--- config.mk ---
export PLATFORM = sky130hd
export DESIGN_NAME = progmem_reader
export DESIGN_NICKNAME = d
export VERILOG_FILES = /design/src/rtl/pmr_pkg.sv /design/src/rtl/pmr_regfile.sv /design/src/rtl/pmr_fetch.sv /design/src/rtl/pmr_rdmux.sv /design/src/rtl/progmem_reader.sv
export SDC_FILE = /design/constraint.sdc
export NUM_CORES = 1
export LEC_CHECK = 0
export BUFFER_PORTS_ARGS = -buffer_cell sky130_fd_sc_hd__buf_2
export CORE_UTILIZATION = 52
export DETAILED_ROUTE_END_ITERATION = 8
export GPL_TIMING_DRIVEN = 1
export PLACE_DENSITY = 0.78
export SYNTH_ARGS = -nofsm -noshare
export SYNTH_HDL_FRONTEND = slang
export SYNTH_SLANG_ARGS = --single-unit
export TNS_END_PERCENT = 5
--- constraint.sdc ---
create_clock -name clk -period 1.7 [get_ports clk]
set_clock_uncertainty 0.1 [all_clocks]
set_input_delay 0.255 -clock clk [delete_from_list [all_inputs] [get_ports clk]]
set_output_delay 0.255 -clock clk [all_outputs]
set_load 0.01 [all_outputs]
--- src/rtl/pmr_pkg.sv ---
package pmr_pkg;
  localparam logic [2:0] OFS_CTRL = 3'd0;
  localparam logic [2:0] OFS_ALO  = 3'd1;
  localparam logic [2:0] OFS_AHI  = 3'd2;
  localparam logic [2:0] OFS_DLO  = 3'd3;
  localparam logic [2:0] OFS_DHI  = 3'd4;
  localparam logic [7:0] CTRL_FIXED = 8'h80;
endpackage

--- src/rtl/pmr_regfile.sv ---
module pmr_regfile
  import pmr_pkg::*;
#(
  parameter int AW = 13
) (
  input  logic          clk,
  input  logic          rst,
  input  logic          we,
  input  logic [2:0]    sel,
  input  logic [7:0]    wdata,
  input  logic          busy,
  output logic [AW-1:0] addr_q,
  output logic          start
);
  localparam int HW = AW - 8;

  always_ff @(posedge clk) begin
    if (rst) begin
      addr_q <= '0;
    end else if (we) begin
      if (sel == OFS_ALO) addr_q[7:0]    <= wdata;
      if (sel == OFS_AHI) addr_q[AW-1:8] <= wdata[HW-1:0];
    end
  end

  // set-only strobe: a 0 write or a write while busy launches nothing
  assign start = we && (sel == OFS_CTRL) && wdata[0] && !busy;
endmodule

--- src/rtl/pmr_fetch.sv ---
module pmr_fetch #(
  parameter int AW  = 13,
  parameter int DW  = 14,
  parameter int LAT = 2
) (
  input  logic          clk,
  input  logic          rst,
  input  logic          start,
  input  logic [AW-1:0] addr_in,
  input  logic [DW-1:0] mem_rdata,
  output logic          mem_en,
  output logic [AW-1:0] mem_addr,
  output logic          busy,
  output logic          done,
  output logic [DW-1:0] data_q
);
  logic [LAT-1:0] pipe;

  generate
    if (LAT == 1) begin : g_lat_one
      always_ff @(posedge clk) pipe <= rst ? '0 : mem_en;
    end else begin : g_lat_many
      always_ff @(posedge clk) pipe <= rst ? '0 : {pipe[LAT-2:0], mem_en};
    end
  endgenerate

  assign done = pipe[LAT-1];

  always_ff @(posedge clk) begin
    if (rst) begin
      mem_en   <= 1'b0;
      mem_addr <= '0;
      busy     <= 1'b0;
      data_q   <= '0;
    end else begin
      mem_en <= start;
      if (start) begin
        busy     <= 1'b1;
        mem_addr <= addr_in;
      end
      if (done) begin
        busy   <= 1'b0;
        data_q <= mem_rdata;
      end
    end
  end
endmodule

--- src/rtl/pmr_rdmux.sv ---
module pmr_rdmux
  import pmr_pkg::*;
#(
  parameter int AW = 13,
  parameter int DW = 14
) (
  input  logic          clk,
  input  logic          rst,
  input  logic [2:0]    sel,
  input  logic          busy,
  input  logic [AW-1:0] addr_q,
  input  logic [DW-1:0] data_q,
  output logic [7:0]    rdata
);
  logic [15:0] a16, d16;
  assign a16 = 16'(addr_q);
  assign d16 = 16'(data_q);

  always_ff @(posedge clk) begin
    if (rst) begin
      rdata <= '0;
    end else begin
      case (sel)
        OFS_CTRL: rdata <= CTRL_FIXED | {7'b0, busy};
        OFS_ALO:  rdata <= a16[7:0];
        OFS_AHI:  rdata <= a16[15:8];
        OFS_DLO:  rdata <= d16[7:0];
        OFS_DHI:  rdata <= d16[15:8];
        default:  rdata <= '0;
      endcase
    end
  end
endmodule

--- src/rtl/progmem_reader.sv ---
module progmem_reader #(
  parameter int AW  = 13,
  parameter int DW  = 14,
  parameter int LAT = 2
) (
  input  logic          clk,
  input  logic          rst,
  input  logic [2:0]    reg_sel,
  input  logic          reg_we,
  input  logic [7:0]    reg_wdata,
  output logic [7:0]    reg_rdata,
  output logic          mem_en,
  output logic [AW-1:0] mem_addr,
  input  logic [DW-1:0] mem_rdata
);
  logic [AW-1:0] addr_q;
  logic [DW-1:0] data_q;
  logic          start, busy, done;

  pmr_regfile #(.AW(AW)) u_regs (
    .clk(clk), .rst(rst), .we(reg_we), .sel(reg_sel), .wdata(reg_wdata),
    .busy(busy), .addr_q(addr_q), .start(start)
  );

  pmr_fetch #(.AW(AW), .DW(DW), .LAT(LAT)) u_fetch (
    .clk(clk), .rst(rst), .start(start), .addr_in(addr_q),
    .mem_rdata(mem_rdata), .mem_en(mem_en), .mem_addr(mem_addr),
    .busy(busy), .done(done), .data_q(data_q)
  );

  pmr_rdmux #(.AW(AW), .DW(DW)) u_mux (
    .clk(clk), .rst(rst), .sel(reg_sel), .busy(busy),
    .addr_q(addr_q), .data_q(data_q), .rdata(reg_rdata)
  );
endmodule

# Word level (Yosys, flattened, before mapping)
# Index checks and enable logic that the tools add are counted.
totals:
  input_bits: 28
  output_inout_bits: 22
  regBits: 52
op_classes:
  n_reduce_logical: 8
  n_eq_ne: 4
  muxes: 1
ops:
  columns: ["cell", "count"]
  rows:
  - ["$pmux W8 S5", 1]
  - ["$eq A3 B2 Y1 const B", 2]
  - ["$reduce_and A2 Y1", 2]
  - ["$eq A3 B1 Y1 const B", 1]
  - ["$eq A3 B3 Y1 const B", 1]
  - ["$logic_and A1 B1 Y1", 3]
  - ["$logic_not A3 Y1", 1]
  - ["$reduce_or A2 Y1", 1]
  - ["$logic_not A1 Y1", 1]

# Depth between registers and ports, before layout
# Gate-level depths: netlist of run 1.
depth:
  word_depth: 4
  mapped_depth: 5

# Modules after synthesis
# Synthesis of run 1 repeated with hierarchy kept, for this count alone.
hier_totals:
  cells_unflattened: 208
  area_unflattened_um2: 2218.4
by_module_without_submodules:
  columns: ["module", "seq_area_each_um2", "n_inst", "area_per_inst_um2", "cells_each"]
  rows:
  - ["pmr_fetch", 620.6, 1, 1097.3, 97]
  - ["pmr_regfile", 260.2, 1, 604.3, 56]
  - ["pmr_rdmux", 160.2, 1, 516.7, 55]

# Worst setup path before layout of run 1
# No wires, ideal clock.
synth_path:
  path_kind: "input-to-reg"
  start: "input port reg_sel[2]"
  end: "register u_regs.addr_q[7]"
  t_arrival_ns: 0.985
  required_time_ns: 1.472
  slack_ns: 0.487
  path_buffers: 2
  path_stages: 5
  cell_sequence: "buf_6 and4bb_1 buf_4 mux2i_1 nor2_1"
synth_via:
  elab_chain_cells: 2
synth_lines:
  columns: ["item", "line", "source"]
  rows:
  - ["start, declared", "progmem_reader.sv:8", "input logic [2:0] reg_sel,"]
  - ["$eq A3 B1 Y1", "pmr_regfile.sv:21", "if (sel == OFS_ALO) addr_q[7:0] <= wdata;"]
  - ["$reduce_and A2 Y1 (no line)", null, null]
  - ["end signal, assigned", "pmr_regfile.sv:21", null]
  - ["end signal, assigned by index", "pmr_regfile.sv:22", "if (sel == OFS_AHI) addr_q[AW-1:8] <= wdata[HW-1:0];"]
  - ["end, declared", "pmr_regfile.sv:12", "output logic [AW-1:0] addr_q,"]
# No other way between the ends.
# A chain may end at the register's enable or synchronous reset.

# Final worst setup path of run 1
layout_path:
  start: "register u_fetch.busy"
  end: "register u_fetch.mem_addr[6]"
layout_via:
  elab_chain_cells: 2
layout_lines:
  columns: ["item", "line", "source"]
  rows:
  - ["start, declared", "pmr_fetch.sv:13", "output logic busy,"]
  - ["start signal, assigned", "pmr_fetch.sv:33", "busy <= 1'b0;"]
  - ["start signal, assigned", "pmr_fetch.sv:38", "busy <= 1'b1;"]
  - ["start signal, assigned", "pmr_fetch.sv:42", "busy <= 1'b0;"]
  - ["$logic_not A1 Y1", "pmr_regfile.sv:27", "assign start = we && (sel == OFS_CTRL) && wdata[0] && !busy;"]
  - ["$logic_and A1 B1 Y1", "pmr_regfile.sv:27", null]
  - ["end signal, assigned", "pmr_fetch.sv:39", "mem_addr <= addr_in;"]
  - ["end, declared", "pmr_fetch.sv:12", "output logic [AW-1:0] mem_addr,"]
# No other way between the ends.

==> results of run 1 <==
path summary, 6_finish.rpt:
| path | from | endpoint | slack (ns) |
|---|---|---|---|
| hold reg to reg | u_fetch.pipe[0] | u_fetch.pipe[1] | 0.36 |
| hold / removal | reg_wdata[7] | u_regs.addr_q[7] | 0.09 |
| setup / recovery | u_fetch.busy | u_fetch.mem_addr[6] | 0.41 |
| setup reg to reg | u_fetch.busy | u_fetch.mem_addr[6] | 0.41 |
cell type report:
cell class / instances / area, um^2 / area share, %
Clock buffer: 6 / 72.57 / 2.949
Clock inverter: 2 / 35.03 / 1.423
Inverter: 1 / 3.754 / 0.1525
Multi-Input combinational cell: 142 / 935.9 / 38.03
Sequential cell: 52 / 1041 / 42.30
Tap cell: 48 / 60.06 / 2.440
Timing Repair Buffer: 58 / 312.8 / 12.71
stage by stage:
step / worst slack (ns) / total power, mW
after CTS: 0.4196 / 2.200
after floorplan: 0.4870 / 1.345
after detailed placement: 0.2680 / 1.409
after global routing: 0.3546 / 2.284
final: 0.4148 / 2.195
after global placement: 0.3065 / 1.405
cell families (layout without fill, tap and decap cells):
group | Yosys count | in the layout | synth area share (%)
buffers and inverters | 18 | 67 | 4.589
and+or+nand+nor | 67 | 67 | 18.42
muxes | 30 | 30 | 14.61
AOI/OAI and AO/OA | 45 | 45 | 12.14
DFF | 52 | 52 | 50.24
worst max-delay path: stages, from the launching register on:
cell and delay (ns):
dfxtp_1 0.34, and4bb_2 0.50, nand3_1 0.15, a21oi_1 0.13
synth_stat cells:
master / instances
nor2_1: 29
a22oi_1: 1
and3b_1: 8
o21ai_1: 14
nand3_1: 14
buf_6: 2
o21ai_0: 4
or2_1: 1
a32oi_1: 5
nor3b_2: 1
nor2b_1: 4
nand3b_1: 2
and4bb_2: 1
nor3_1: 2
mux2_1: 2
buf_2: 7
nor3b_1: 2
a21o_1: 2
and4bb_1: 2
dfxtp_1: 52
clkbuf_1: 6
buf_1: 1
inv_1: 1
a21oi_1: 19
nand4bb_1: 1
buf_4: 1
mux2i_1: 28
power breakdown:
part | leakage, nW | switching (mW) | internal [mW]
Clock | 0.0552 | 0.376 | 0.437
Sequential | 0.419 | 0.00692 | 1.23
Combinational | 0.527 | 0.0880 | 0.0601
Total | 1.00 | 0.471 | 1.72
state kept, by name (all words and copies together), names as in the netlist:
signal            cells
u_fetch.busy          1
u_fetch.pipe          2
u_fetch.data_q       14
u_regs.addr_q        13
u_fetch.mem_addr     13
u_mux.rdata           8
u_fetch.mem_en        1
metal layers:
metal,up-vias,global-route usage (%)
li1,845,-
met1,814,30.57
met2,45,36.85
met3,2,5.208
met4,0,6.522
met5,-,0
==> impl_metrics.json, run 1 <==
{
  "synth_area_leader_cell": "dfxtp_1",
  "place_hpwl_um": 3125,
  "wl_um": 4439,
  "diodes": 0,
  "coreArea_um2": 3744,
  "num_io_pins": 50,
  "postCtsHoldBufs": 0,
  "synth_cells": 212,
  "drv_cap": 0,
  "whs_ns": 0.09100,
  "endpoint_kind": "flip-flop",
  "wl_met3_um": 196,
  "gp_congestion": 0.8157,
  "worstSetupStartpointType": "flip-flop",
  "fin_util_pct": 65.74,
  "peakVddDrop_v": 0.0005573,
  "yosys_warnings": 0,
  "ctsResizeCount": 0,
  "wl_met2_um": 2166,
  "wl_met1_um": 2059,
  "hold-path-cell-count": 3,
  "design_area_um2": 2461,
  "ant_nets": 0,
  "grtUsageTotal_pct": 22.83,
  "final.min_clock_period_ns": 1.285,
  "worst_slew_pin_slew_ns": 0.3770,
  "synth_area_leaders": "dfxtp_1 50%, mux2i_1 14%, nor2_1 5.3%, a21oi_1 4.6%, and3b_1 3.4%",
  "synthesis.area_per_instance_um2": 9.774,
  "io_buffers": 49,
  "vias": 1706,
  "max_slew_margin_pct": 74.76,
  "cts_root_buffer": "clkbuf_8",
  "setup_viol": 0,
  "clk_latency_ns": 0.30,
  "vias_per_cell": 5.521,
  "drc": 0,
  "hold_viol_final": 0,
  "cp_max_fo": 14,
  "grt_pass1_vias": 1635,
  "overflow": 0,
  "drive_above_1_share_pct": 25.67,
  "wl_per_cell_um": 14.37,
  "critPathKind": "flip-flop to flip-flop",
  "firstDrtPassIters": 4,
  "clockBufferDepth": 2,
  "syn_area_um2": 2072,
  "synth-seq-cells": 52,
  "synth_nets": 240,
  "antenna_found_initial": 0,
  "area_growth_pct": 18.78,
  "ys_seq_area_share_pct": 50.24,
  "cts_tree": "done",
  "die_h_um": 65.13,
  "drtIter0Drc": 128,
  "htreeDepth": 2,
  "rsz0062_at_grt": "false",
  "dpl-instance-area_um2": 2354,
  "top_layer": "met4",
  "final_common_cell": "dfxtp_1",
  "crit_arrival_ns": 1.42,
  "status": "finished, final reports clean",
  "fillers": 340,
  "yosysUniqueCellTypes": 27,
  "grt_pass1_wl_um": 7452,
  "post_cts_buffers": 0,
  "start_util_pct": 55.35,
  "p_leak_nw": 1.002,
  "dieArea_um2": 4241,
  "fin_cells": 309,
  "power_density_nw_per_um2": 891.8,
  "fin_tns_setup_ns": 0,
  "final_cell_mix": "52 x dfxtp_1, 49 x buf_2, 29 x nor2_1",
  "slew_violations": 0,
  "core.rowCount": 22,
  "fin_crit_sh_pct": 75.60,
  "die_w_um": 65.13,
  "grt_max_degree": 21,
  "cts_buffers": 5,
  "r2r_cells": 3,
  "hold_path_class": "primary input to flip-flop",
  "worst-endpoint-required_ns": 1.83,
  "cts_sinks": 52,
  "clk_pin_slew_ns": 0.09,
  "numPlacedInstances": 301,
  "max_freq_mhz": 778.1,
  "netlist.area_leader.share_pct": 50.24,
  "final_net_count": 288
}
Power figures use the tool's default switching activity.
==> run 2, diff against run 1 <==
--- a/config.mk
+++ b/config.mk
@@ -5,11 +5,12 @@
 export SDC_FILE = /design/constraint.sdc
 export NUM_CORES = 1
 export LEC_CHECK = 0
+export ABC_AREA = 1
 export BUFFER_PORTS_ARGS = -buffer_cell sky130_fd_sc_hd__buf_2
-export CORE_UTILIZATION = 52
+export CORE_UTILIZATION = 47
 export DETAILED_ROUTE_END_ITERATION = 8
 export GPL_TIMING_DRIVEN = 1
-export PLACE_DENSITY = 0.78
+export PLACE_DENSITY = 0.74
 export SYNTH_ARGS = -nofsm -noshare
 export SYNTH_HDL_FRONTEND = slang
 export SYNTH_SLANG_ARGS = --single-unit
==> constraint.sdc (replaced) <==
create_clock -name clk -period 1.18 [get_ports clk]
set_clock_uncertainty 0.1 [all_clocks]
set_input_delay 0.177 -clock clk [delete_from_list [all_inputs] [get_ports clk]]
set_output_delay 0.177 -clock clk [all_outputs]
set_load 0.01 [all_outputs]
==> impl_metrics.json, run 2 <==
{
  "synth_compound_area_share_pct": 8.434,
  "slowest_delay_ns": 0.34,
  "fin_crit_sh_pct": 96.18,
  "synthAdderAreaFrac_pct": 0,
  "clk_latency_ns": 0.31,
  "synth_top_family_by_area": "simple AND/OR/NAND/NOR gates",
  "r2r_start": "u_fetch.busy",
  "crit_path_frequent_cell": "nor2_1",
  "ys_seq_area_share_pct": 50.12,
  "yosys_warnings": 0,
  "synth-seq-cells": 52,
  "yosysUniqueCellTypes": 21,
  "area_growth_pct": 31.08,
  "synth_top_flop_cell": "dfxtp_1",
  "final.min_clock_period_ns": 1.135,
  "htreeDepth": 2,
  "final_common_cell": "nor2_1",
  "synthesis.area_per_instance_um2": 7.365,
  "fillers": 360,
  "die_h_um": 68.48,
  "setup_viol": 0,
  "netlist.area_leader.share_pct": 50.12,
  "drc": 0,
  "clk_pin_slew_ns": 0.09,
  "rsz0062_at_grt": "true",
  "fin_tns_setup_ns": 0,
  "synth_most_common_cell": "nor2_1",
  "hold_path_class": "primary input to flip-flop",
  "io_buffers": 49,
  "vias": 1998,
  "worst_slew_pin_slew_ns": 0.2750,
  "synth_area_leaders": "dfxtp_1 50%, nor2_1 17%, o21ai_0 7.2%, nand2_1 6.1%, nand3_1 4.3%",
  "synth_nets": 310,
  "synth_common_cells": "92 x nor2_1, 52 x dfxtp_1, 34 x nand2_1",
  "slowest_stage": "dfxtp_2",
  "p_leak_nw": 1.383,
  "timing.rr.end": "u_fetch.mem_addr[11]",
  "synthMuxAreaShare_pct": 0,
  "overflow": 0,
  "wl_um": 4993,
  "cp_max_fo": 15,
  "final_net_count": 386,
  "num_io_pins": 50,
  "hold_viol_final": 0,
  "drive_above_1_share_pct": 26.18,
  "grt_pass1_vias": 1780,
  "antenna_found_initial": 0,
  "path_cells": "inv_2 > nand3_2 > nor2_4 > inv_4 > nor2_1 > nor2_1",
  "peakVddDrop_v": 0.0009791,
  "firstDrtPassIters": 4,
  "status": "finished, final reports clean",
  "wl_per_cell_um": 12.21,
  "clockBufferDepth": 2,
  "synth_edf_count": 0,
  "gp_congestion": 0.8354,
  "regMostFlops": "u_fetch.data_q",
  "drv_cap": 0,
  "synth-simple-area-share_pct": 34.46,
  "ant_nets": 0,
  "endpoint_kind": "flip-flop",
  "crit_arrival_ns": 1.25,
  "grt_max_degree": 33,
  "grt_pass1_wl_um": 8079,
  "crit_path_end": "u_fetch.mem_addr[11]",
  "final_cell_mix": "89 x nor2_1, 50 x dfxtp_1, 49 x buf_2",
  "design_area_um2": 2723,
  "worstSetupStartpointType": "flip-flop",
  "critPathKind": "flip-flop to flip-flop",
  "fin_cells": 409,
  "synth_cells": 282,
  "cts_buffers": 5,
  "grtUsageTotal_pct": 23.87,
  "largest_reg_flops": 14,
  "cts_root_buffer": "clkbuf_8",
  "whs_ns": 0.02326,
  "syn_area_um2": 2077,
  "start_util_pct": 50.47,
  "die_w_um": 68.48,
  "max_slew_margin_pct": 81.60,
  "r2r_slack_ns": 0.05,
  "r2r_cells": 6,
  "power_density_nw_per_um2": 1144,
  "drtIter0Drc": 180,
  "cts_sinks": 52,
  "core.rowCount": 23,
  "synth_area_leader_cell": "dfxtp_1",
  "diodes": 0,
  "cts_tree": "done",
  "slew_violations": 0,
  "largestRegisters": "u_fetch.data_q (14), u_fetch.mem_addr (13), u_regs.addr_q (13)",
  "place_hpwl_um": 3504,
  "dieArea_um2": 4689,
  "max_freq_mhz": 881.2,
  "post_cts_buffers": 0,
  "numPlacedInstances": 386,
  "synth_xor_area_share_pct": 0,
  "crit_path_start": "u_fetch.busy",
  "ys_async_sr_fraction_pct": 0,
  "coreArea_um2": 4115,
  "dpl-instance-area_um2": 2462,
  "vias_per_cell": 4.885,
  "worst-endpoint-required_ns": 1.29
}
==> run 2: cell families (layout without fill, tap and decap cells) <==
| family | count (synthesis) | in the layout |
|---|---|---|
| buffers and inverters | 33 | 110 |
| and+or+nand+nor | 162 | 162 |
| AOI/OAI and AO/OA | 35 | 35 |
| DFF | 52 | 52 |
==> run 2: per-stage QoR <==
step / util [%] / worst slack, ns / total power, mW
floorplan: - / -0.03517 / 1.987
global placement: 59.84 / -0.01447 / 2.108
detailed placement: 59.84 / -0.01118 / 2.112
CTS: 65.37 / 0.01047 / 3.134
global route: 66.16 / -0.02070 / 3.251
finish: 66.16 / 0.04513 / 3.116
==> run 2: worst min-delay path by stage <==
| stage | from | end | slack, ns | cells past startpoint |
|---|---|---|---|---|
| after floorplan | rst | u_mux.rdata[7] | 0.15 | 1 |
| after global placement | mem_rdata[12] | u_fetch.data_q[12] | 0.30 | 3 |
| after detailed placement | u_fetch.pipe[0] | u_fetch.pipe[1] | 0.30 | 2 |
| after CTS | reg_wdata[3] | u_regs.addr_q[11] | 0.02 | 3 |
| after global routing | reg_wdata[4] | u_regs.addr_q[12] | 0.03 | 3 |
| final | reg_wdata[3] | u_regs.addr_q[11] | 0.02 | 3 |
==> run 2: area by class of cell <==
type                            instances  area, um^2  share of cell area (%)
Sequential cell                        52        1044                   38.33
Clock buffer                            5       68.82                   2.528
Timing Repair inverter                  1       7.507                  0.2757
Tap cell                               50       62.56                   2.298
Inverter                               20       81.33                   2.987
Multi-Input combinational cell        197       903.4                   33.18
Clock inverter                          3       18.77                  0.6893
Timing Repair Buffer                   81       536.8                   19.72
==> run 2: critical path: cells and delay by family (launching register included) <==
kind                   cells  cell delay, ns
and+or+nand+nor            4            0.44
DFF                        1            0.34
buffers and inverters      2            0.17
==> run 2: metal layers <==
metal / up-vias / track usage (%) / part of all wire [%]
met3: 8 / 4.667 / 4.6
met2: 63 / 36.89 / 45
met1: 879 / 31.88 / 49
met5: - / 0 / 0
li1: 1048 / - / -
met4: 0 / 10.68 / 1.7
==> run 2: power by group <==
| group | switching [mW] | total (mW) | leakage (nW) | internal [mW] |
|---|---|---|---|---|
| registers | 0.0210 | 1.81 | 0.421 | 1.78 |
| clock network | 0.588 | 1.00 | 0.0479 | 0.414 |
| logic | 0.161 | 0.308 | 0.914 | 0.147 |
==> run 2: timing repair <==
| action | 4_1_cts | 5_1_grt |
|---|---|---|
| resized for setup | 1 | 16 |
| hold endpoints to repair | 14 | 0 |
| gates cloned | 0 | 1 |
| setup endpoints to repair | 1 | 14 |
| pin swaps | 0 | 2 |
| hold buffers | 14 | 0 |
==> run 3, diff against run 2 <==
--- a/config.mk
+++ b/config.mk
@@ -7,6 +7,8 @@
 export LEC_CHECK = 0
 export ABC_AREA = 1
 export BUFFER_PORTS_ARGS = -buffer_cell sky130_fd_sc_hd__buf_2
+export CORE_ASPECT_RATIO = 1.1
+export CORE_MARGIN = 2
 export CORE_UTILIZATION = 47
 export DETAILED_ROUTE_END_ITERATION = 8
 export GPL_TIMING_DRIVEN = 1
==> impl_metrics.json, run 3 (synthesized netlist as in run 2, its figures left out) <==
{
  "status": "finished with violations",
  "violations": "hold timing, setup timing",
  "endpoint_kind": "flip-flop",
  "grtUsageTotal_pct": 22.03,
  "cts_tree": "done",
  "drv_cap": 0,
  "worstSetupStartpointType": "flip-flop",
  "cts_sinks": 52,
  "critPathKind": "flip-flop to flip-flop",
  "htreeDepth": 2,
  "hold_viol_final": 1,
  "fin_cells": 409,
  "drc": 0,
  "io_buffers": 49,
  "post_cts_buffers": 0,
  "slowest_delay_ns": 0.34,
  "grt_pass1_wl_um": 8135,
  "drive_above_1_share_pct": 26.48,
  "drtIter0Drc": 124,
  "clk_latency_ns": 0.30,
  "firstDrtPassIters": 4,
  "die_h_um": 73.72,
  "power_density_nw_per_um2": 1220,
  "cp_max_fo": 4,
  "setup_viol": 1,
  "start_util_pct": 48.47,
  "regMostFlops": "u_fetch.data_q",
  "peakVddDrop_v": 0.0008677,
  "hold-path-cell-count": 3,
  "worst-endpoint-required_ns": 1.33,
  "wl_um": 5048,
  "wl_per_cell_um": 12.34,
  "clk_pin_slew_ns": 0.09,
  "p_leak_nw": 1.376,
  "critPathTopFamily": "simple AND/OR/NAND/NOR gates",
  "overflow": 0,
  "slowest_stage": "dfxtp_2",
  "dieArea_um2": 4967,
  "path_cells": "inv_2 > nand3_2 > nor2_4 > buf_4 > o21ai_0 > nor2_1",
  "place_ws_ns": -0.1019,
  "coreArea_um2": 4285,
  "vias_per_cell": 4.844,
  "hold_path_class": "primary input to flip-flop",
  "setup_ws_ns": -0.001016,
  "antenna_found_initial": 0,
  "ant_nets": 0,
  "slew_violations": 0,
  "crit_arrival_ns": 1.33,
  "final_net_count": 382,
  "area_growth_pct": 30.60,
  "grt_pass1_vias": 1819,
  "core.rowCount": 25,
  "numPlacedInstances": 391,
  "place_hpwl_um": 3443,
  "fin_tns_setup_ns": -0.001016,
  "final_common_cell": "nor2_1",
  "cp.depth": 6,
  "fin_util_pct": 63.30,
  "worst_slew_pin_slew_ns": 0.4438,
  "diodes": 0,
  "cts_root_buffer": "clkbuf_8",
  "die_w_um": 67.38,
  "whs_ns": -0.0002993,
  "largest_reg_flops": 14,
  "gp_congestion": 0.8292,
  "vias": 1981,
  "num_io_pins": 50,
  "r2r_cells": 6,
  "cts_buffers": 5,
  "grt_max_degree": 27,
  "max_freq_mhz": 846.7,
  "largestRegisters": "u_fetch.data_q (14), u_fetch.mem_addr (13), u_regs.addr_q (13)",
  "fin_crit_sh_pct": 100.1,
  "max_slew_margin_pct": 70.38,
  "final.min_clock_period_ns": 1.181,
  "clockBufferDepth": 2,
  "critical_path_buf_inv_count": 2,
  "final_cell_mix": "88 x nor2_1, 51 x dfxtp_1, 49 x buf_2",
  "rsz0062_at_grt": "true"
}
-- run 3: cell types whose count changed in the layout (fill, tap and decap cells not counted), sizes merged --
cell	previous run	this run
buf	67	69
clkinvlp	2	1
bufinv	0	1
clkinv	3	1
dlygate4sd3	14	9
inv	19	20
-- run 3: power breakdown --
part	switching, mW	internal (mW)	total [mW]
sequential	0.0226	1.78	1.81
clock	0.577	0.628	1.20
combinational	0.158	0.139	0.297
total	0.758	2.55	3.31
-- run 3: per-layer routing --
layer | up-vias | part of all wire, % | track usage [%]
li1 | 1033 | - | -
met5 | - | 0 | 0
met3 | 6 | 4.7 | 5.207
met1 | 892 | 44 | 26.90
met2 | 50 | 50 | 38.06
met4 | 0 | 1.2 | 6.803
-- run 3: layout make-up --
| type | count | area (um^2) |
|---|---|---|
| clock buffers | 5 | 68.82 |
| clock inverters | 3 | 42.54 |
| fillers | 389 | 1573 |
| inverters | 20 | 80.08 |
| multi-input cells | 197 | 905.9 |
| flip-flops and latches | 52 | 1042 |
| well taps | 54 | 67.56 |
| repair buffers | 78 | 505.5 |
-- run 3: tightest hold or removal path, delay by kind of cell --
family,cells,cell delay (ns)
simple gates,2,0.11
buf+inv,1,0.07
-- run 3: path summary, 6_finish.rpt --
kind	slack, ns	end	start
worst min register to register	0.32	u_fetch.pipe[1]	u_fetch.pipe[0]
worst max-delay path	-0.001	u_fetch.mem_addr[8]	u_fetch.busy
worst min-delay path	-0.0003	u_fetch.data_q[0]	mem_rdata[0]
worst max register to register	-0.001	u_fetch.mem_addr[8]	u_fetch.busy
-- run 3: through the flow --
step           hold slack, ns  total power [mW]  cell area [um^2]
2_1_floorplan          0.1461             1.987              2091
3_3_place_gp           0.2982             2.108              2475
3_5_place_dp           0.3061             2.112              2475
4_1_cts              0.001546             3.317              2676
5_1_grt              0.004822             3.432              2713
6_report           -0.0002993             3.309              2713
-- run 3: what timing repair did --
| action | 4_1_cts | 5_1_grt |
|---|---|---|
| hold buffers | 9 | 0 |
| pin swaps | 0 | 4 |
| gates resized for setup | 0 | 16 |
| gates cloned | 0 | 1 |
| setup endpoints to repair | 1 | 14 |
| endpoints found under the hold margin | 9 | 0 |
